--- src/rtl/sata_shadow_pkg.sv ---
package sata_shadow_pkg;

    localparam int DATA_W = 32;

    typedef enum logic [1:0] {
        FRM_REG  = 2'd0,
        FRM_PIO  = 2'd1,
        FRM_SDB  = 2'd2,
        FRM_RSVD = 2'd3
    } frm_kind_e;

    localparam logic [15:0]       TFD_AT_RESET = 16'h007F;
    localparam logic [DATA_W-1:0] SIG_AT_RESET = '1;
    localparam logic [7:0]        STS_KEEP     = 8'h88;

    localparam int OFS_TFD  = 0;
    localparam int OFS_SIG  = 1;
    localparam int OFS_LINK = 2;
    localparam int OFS_CMPL = 3;

    typedef struct packed {
        logic            vld;
        frm_kind_e       kind;
        logic [7:0]      status;
        logic [7:0]      error;
        logic [DATA_W-1:0] sig;
    } rx_frame_t;

    function automatic logic [7:0] sdb_merge(input logic [7:0] prev, input logic [7:0] incoming);
        return (prev & STS_KEEP) | (incoming & ~STS_KEEP);
    endfunction

endpackage

--- src/rtl/sata_tf_shadow.sv ---
module sata_tf_shadow
    import sata_shadow_pkg::*;
(
    input  logic              clk,
    input  logic              rst,
    input  rx_frame_t         frm,
    output logic [15:0]       tfd_q,
    output logic [DATA_W-1:0] sig_q,
    output logic              sig_seen_q,
    output logic              irq_tferr,
    output logic              irq_sdb
);

    always_ff @(posedge clk) begin
        if (rst) begin
            tfd_q      <= TFD_AT_RESET;
            sig_q      <= SIG_AT_RESET;
            sig_seen_q <= 1'b0;
            irq_tferr  <= 1'b0;
            irq_sdb    <= 1'b0;
        end else begin
            irq_tferr <= 1'b0;
            irq_sdb   <= 1'b0;
            if (frm.vld) begin
                unique case (frm.kind)
                    FRM_REG: begin
                        tfd_q     <= {frm.error, frm.status};
                        irq_tferr <= frm.status[0];
                        if (!sig_seen_q) begin
                            sig_q      <= frm.sig;
                            sig_seen_q <= 1'b1;
                        end
                    end
                    FRM_PIO: begin
                        tfd_q     <= {frm.error, frm.status};
                        irq_tferr <= frm.status[0];
                    end
                    FRM_SDB: begin
                        tfd_q   <= {frm.error, sdb_merge(tfd_q[7:0], frm.status)};
                        irq_sdb <= 1'b1;
                    end
                    default: ;
                endcase
            end
        end
    end

endmodule

--- src/rtl/sata_cmpl_accum.sv ---
module sata_cmpl_accum #(
    parameter int SLOT_N = 32
) (
    input  logic              clk,
    input  logic              rst,
    input  logic              set_vld,
    input  logic [SLOT_N-1:0] set_bits,
    input  logic              clr_vld,
    input  logic [SLOT_N-1:0] clr_bits,
    output logic [SLOT_N-1:0] acc_q
);

    logic [SLOT_N-1:0] clr_mask;
    logic [SLOT_N-1:0] set_mask;

    always_comb begin
        clr_mask = clr_vld ? clr_bits : '0;
        set_mask = set_vld ? set_bits : '0;
    end

    always_ff @(posedge clk) begin
        if (rst) acc_q <= '0;
        else     acc_q <= (acc_q & ~clr_mask) | set_mask;
    end

endmodule

--- src/rtl/sata_reg_rdmux.sv ---
module sata_reg_rdmux
    import sata_shadow_pkg::*;
#(
    parameter int ADDR_W = 4
) (
    input  logic [ADDR_W-1:0] addr,
    input  logic [15:0]       tfd,
    input  logic [DATA_W-1:0] sig,
    input  logic [DATA_W-1:0] link,
    input  logic [DATA_W-1:0] cmpl,
    output logic [DATA_W-1:0] rdata
);

    always_comb begin
        rdata = '0;
        if (addr == ADDR_W'(OFS_TFD))       rdata = {{(DATA_W-16){1'b0}}, tfd};
        else if (addr == ADDR_W'(OFS_SIG))  rdata = sig;
        else if (addr == ADDR_W'(OFS_LINK)) rdata = link;
        else if (addr == ADDR_W'(OFS_CMPL)) rdata = cmpl;
    end

endmodule

--- src/rtl/sata_port_shadow_regs.sv ---
module sata_port_shadow_regs
    import sata_shadow_pkg::*;
#(
    parameter int ADDR_W = 4,
    parameter int SLOT_N = 32
) (
    input  logic              clk,
    input  logic              rst,
    input  logic              reg_wr_en,
    input  logic [ADDR_W-1:0] reg_addr,
    input  logic [31:0]       reg_wdata,
    output logic [31:0]       reg_rdata,
    input  logic [31:0]       link_status,
    input  logic              frm_valid,
    input  logic [1:0]        frm_kind,
    input  logic [7:0]        frm_status,
    input  logic [7:0]        frm_error,
    input  logic [SLOT_N-1:0] frm_done,
    input  logic [31:0]       frm_sig,
    output logic              irq_tferr,
    output logic              irq_sdb
);

    localparam logic [ADDR_W-1:0] CMPL_ADDR = ADDR_W'(OFS_CMPL);

    rx_frame_t         frm;
    logic [15:0]       tfd_q;
    logic [DATA_W-1:0] sig_q;
    logic              sig_seen_q;
    logic [SLOT_N-1:0] cmpl_q;
    logic [DATA_W-1:0] cmpl_wide;
    logic              is_sdb;
    logic              cmpl_clr;

    always_comb begin
        frm.vld    = frm_valid;
        frm.kind   = frm_kind_e'(frm_kind);
        frm.status = frm_status;
        frm.error  = frm_error;
        frm.sig    = frm_sig;
        is_sdb     = frm_valid && (frm_kind_e'(frm_kind) == FRM_SDB);
        cmpl_clr   = reg_wr_en && (reg_addr == CMPL_ADDR);
    end

    sata_tf_shadow u_tf (
        .clk        (clk),
        .rst        (rst),
        .frm        (frm),
        .tfd_q      (tfd_q),
        .sig_q      (sig_q),
        .sig_seen_q (sig_seen_q),
        .irq_tferr  (irq_tferr),
        .irq_sdb    (irq_sdb)
    );

    sata_cmpl_accum #(.SLOT_N(SLOT_N)) u_cmpl (
        .clk      (clk),
        .rst      (rst),
        .set_vld  (is_sdb),
        .set_bits (frm_done),
        .clr_vld  (cmpl_clr),
        .clr_bits (reg_wdata[SLOT_N-1:0]),
        .acc_q    (cmpl_q)
    );

    generate
        if (SLOT_N < DATA_W) begin : g_pad
            assign cmpl_wide = {{(DATA_W-SLOT_N){1'b0}}, cmpl_q};
        end else begin : g_full
            assign cmpl_wide = cmpl_q;
        end
    endgenerate

    sata_reg_rdmux #(.ADDR_W(ADDR_W)) u_rd (
        .addr  (reg_addr),
        .tfd   (tfd_q),
        .sig   (sig_q),
        .link  (link_status),
        .cmpl  (cmpl_wide),
        .rdata (reg_rdata)
    );

endmodule

--- config.mk ---
export PLATFORM = sky130hd
export DESIGN_NAME = sata_port_shadow_regs
export DESIGN_NICKNAME = d
export VERILOG_FILES = /design/src/rtl/sata_shadow_pkg.sv /design/src/rtl/sata_tf_shadow.sv /design/src/rtl/sata_cmpl_accum.sv /design/src/rtl/sata_reg_rdmux.sv /design/src/rtl/sata_port_shadow_regs.sv
export SDC_FILE = /design/constraint.sdc
export NUM_CORES = 1
export LEC_CHECK = 0
export ABC_AREA = 1
export BUFFER_PORTS_ARGS = -buffer_cell sky130_fd_sc_hd__buf_4
export CAP_MARGIN = 20
export CORE_MARGIN = 1.5
export CORE_UTILIZATION = 48
export DETAILED_ROUTE_END_ITERATION = 10
export HOLD_SLACK_MARGIN = 0.15
export PLACE_DENSITY = 0.81
export SKIP_CTS_REPAIR_TIMING = 1
export SYNTH_ARGS = -nofsm -noshare
export SYNTH_HDL_FRONTEND = slang
export SYNTH_SLANG_ARGS = --single-unit
--- constraint.sdc ---
create_clock -name clk -period 1.6 [get_ports clk]
set_clock_uncertainty 0.15 [all_clocks]
set_input_delay 0.08 -clock clk [delete_from_list [all_inputs] [get_ports clk]]
set_output_delay 0.08 -clock clk [all_outputs]
set_load 0.02 [all_outputs]
==> qor.yml <==
place:
  place_congestion: 0.940
  port_buffers: 187
  placed_cell_area_um2: 5720
  dp_hpwl_um: 10400
  pre_cts_ws_ns: 0.189
timing:
  rsz0062_at_grt: "no"
  hold_viol: 0
  fin_setup_tns_ns: 0
  timing.slew.headroom_pct: 54.9
  fmax_mhz: 625
  worst_hold_slack_ns: 0.113
  setup_slack_ns: 0.000448
  setup_viol: 0
  min_period_ns: 1.60
  worst_pin_slew_ns: 0.674
  final_max_slew_viol_count: 0
  period_share_pct: 100
setup_path:
  critPathArrivalTime_ns: 1.64
  endpoint_kind: "flip-flop"
  crit_path_top_delay_cell: "dlygate4sd3_1"
  critPathMaxStageDelay_ns: 0.96
  cp.required_ns: 1.64
  setup.worst_path.class: "in -> reg"
  critical_path.cell_chain: "buf_4, clkinv_2, buf_4, dlygate4sd3_1, nand3_1"
  critPathMaxFanout: 14
  path_common_cell: "buf_4"
  start_kind: "input port"
power_and_ir_drop:
  p_per_area_nw_per_um2: 684
  p_leak_nw: 3.47
  ir_drop_mv: 0.538
clocking:
  clk_root_buffer_cell: "clkbuf_8"
  cts_tree: "done"
  path_clk_slew_ns: 0.10
  clk_latency_ns: 0.36
  numCtsBuffers: 9
  cts.sinks: 83
  clockBufferDepth: 2
  htree_levels: 3
detailed_routing:
  ant_nets: 0
  route.detailed.wl_per_inst_um: 16.9
  drc: 0
  vias: 5888
  dr.first_iter.drc_count: 439
  dr.pass1.iters: 5
  avgViaCountPerCell: 5.60
  routed_wl_um: 17700
global_routing:
  grt_pass1_wl_um: 22700
  grt_pass1_vias: 4790
  grt_max_degree: 75
  grt_overflow: 0
  grt.total_usage_pct: 29.7
  antenna_found_initial: 0
status:
  status: "finished clean"
layout:
  final_common_cell: "buf_4"
  antenna_cells: 0
  layout-drive-gt1-share_pct: 24.7
  nNetsFinal: 1092
  final_cell_mix: "202 x buf_4, 182 x nand3_1, 160 x nand2_1, 133 x dlygate4sd3_1, 83 x dfxtp_1"
  design_area_um2: 7240
  area_growth_pct: 70.7
floorplanning:
  die_height_um: 97.0
  num_io_pins: 188
  initial_core_util_pct: 49.1
  dieArea_um2: 9410
  rows: 34
  die_w_um: 97.0
  core_area_um2: 8640
yosys:
  synth_seq_cells: 83
  synth.distinct_cells: 19
  seq_area_frac_synth_pct: 39.2
  avgSynthCellArea_um2: 6.63
  synth_cells: 640
  yosysWarnings: 0
  netlist_area_um2: 4240
  syn_nets: 794
worst_hold_path:
  hold_path.class: "in -> reg"
flow_run:
  cap_violations: 0
[synthesized netlist by cell type]
| master | instances | area (um2) |
|---|---|---|
| a21oi_1 | 2 | 10.0 |
| buf_1 | 1 | 3.75 |
| buf_2 | 36 | 180 |
| buf_4 | 4 | 30.0 |
| buf_6 | 4 | 45.0 |
| clkbuf_1 | 8 | 30.0 |
| clkinv_2 | 1 | 5.00 |
| dfxtp_1 | 83 | 1660 |
| inv_1 | 38 | 143 |
| inv_2 | 1 | 3.75 |
| nand2_1 | 160 | 601 |
| nand2_2 | 1 | 6.26 |
| nand3_1 | 182 | 911 |
| nand4_1 | 48 | 300 |
| nor2_1 | 56 | 210 |
| nor2_2 | 2 | 12.5 |
| nor3_1 | 1 | 5.00 |
| nor3_4 | 2 | 32.5 |
| o21ai_0 | 10 | 50.1 |
[state kept, by name, summed over array words and instances, names as in the netlist]
name / count
u_tf.sig_seen_q: 1
u_tf.tfd_q: 16
u_tf.irq_tferr: 1
u_cmpl.acc_q: 32
u_tf.sig_q: 32
u_tf.irq_sdb: 1
[critical path: cells and delay by family]
kind	cells	cell delay (ns)
AND/OR/NAND/NOR	1	0.26
buffers and inverters	4	1.29
[logic make-up (layout without fill, tap and decap cells)]
family / after synthesis / count (layout) / share of synthesized area (%)
AOI/OAI and AO/OA: 12 / 12 / 1.42
buffers and inverters: 93 / 396 / 10.4
and+or+nand+nor: 452 / 452 / 49.0
DFF: 83 / 83 / 39.2
[metal layers]
layer	GRT usage, %	wire length (um)	vias to the layer above
li1	-	-	2737
met1	35.3	6260	2687
met2	51.3	9080	393
met3	5.27	1540	71
met4	14.7	835	0
met5	0	0	-
[where the power goes]
| part | internal [mW] | leakage [nW] | switching, mW |
|---|---|---|---|
| registers | 2.17 | 0.680 | 0.0717 |
| clock network | 0.716 | 0.0950 | 0.788 |
| logic | 0.645 | 2.70 | 0.562 |
| total | 3.53 | 3.47 | 1.42 |
[stage by stage]
step	util, %	total power, mW	cells
floorplan	-	2.69	640
global placement	66.2	3.18	902
detailed placement	66.2	3.20	902
CTS	68.4	4.65	918
global route	83.8	5.13	1051
finish	83.8	4.95	1051
[layout make-up]
cell class | instances | area, um2
clock buffers | 9 | 124
clock inverters | 7 | 68.8
fillers | 519 | 1400
inverters | 40 | 151
multi-input cells | 464 | 2150
flip-flops and latches | 83 | 1660
well taps | 108 | 135
repair buffers | 340 | 2950
[worst paths after layout]
| kind | from | end | slack [ns] | depth (start not counted) |
|---|---|---|---|---|
| hold / removal | frm_kind[0] | u_tf.sig_q[1] | 0.11 | 5 |
| setup reg to reg | u_cmpl.acc_q[31] | u_cmpl.acc_q[31] | 0.14 | 5 |
| setup / recovery | rst | u_tf.sig_q[3] | 0.0004 | 5 |
| hold reg to reg | u_tf.sig_q[31] | u_tf.sig_q[31] | 0.31 | 2 |
Power figures use the tool's default switching activity.
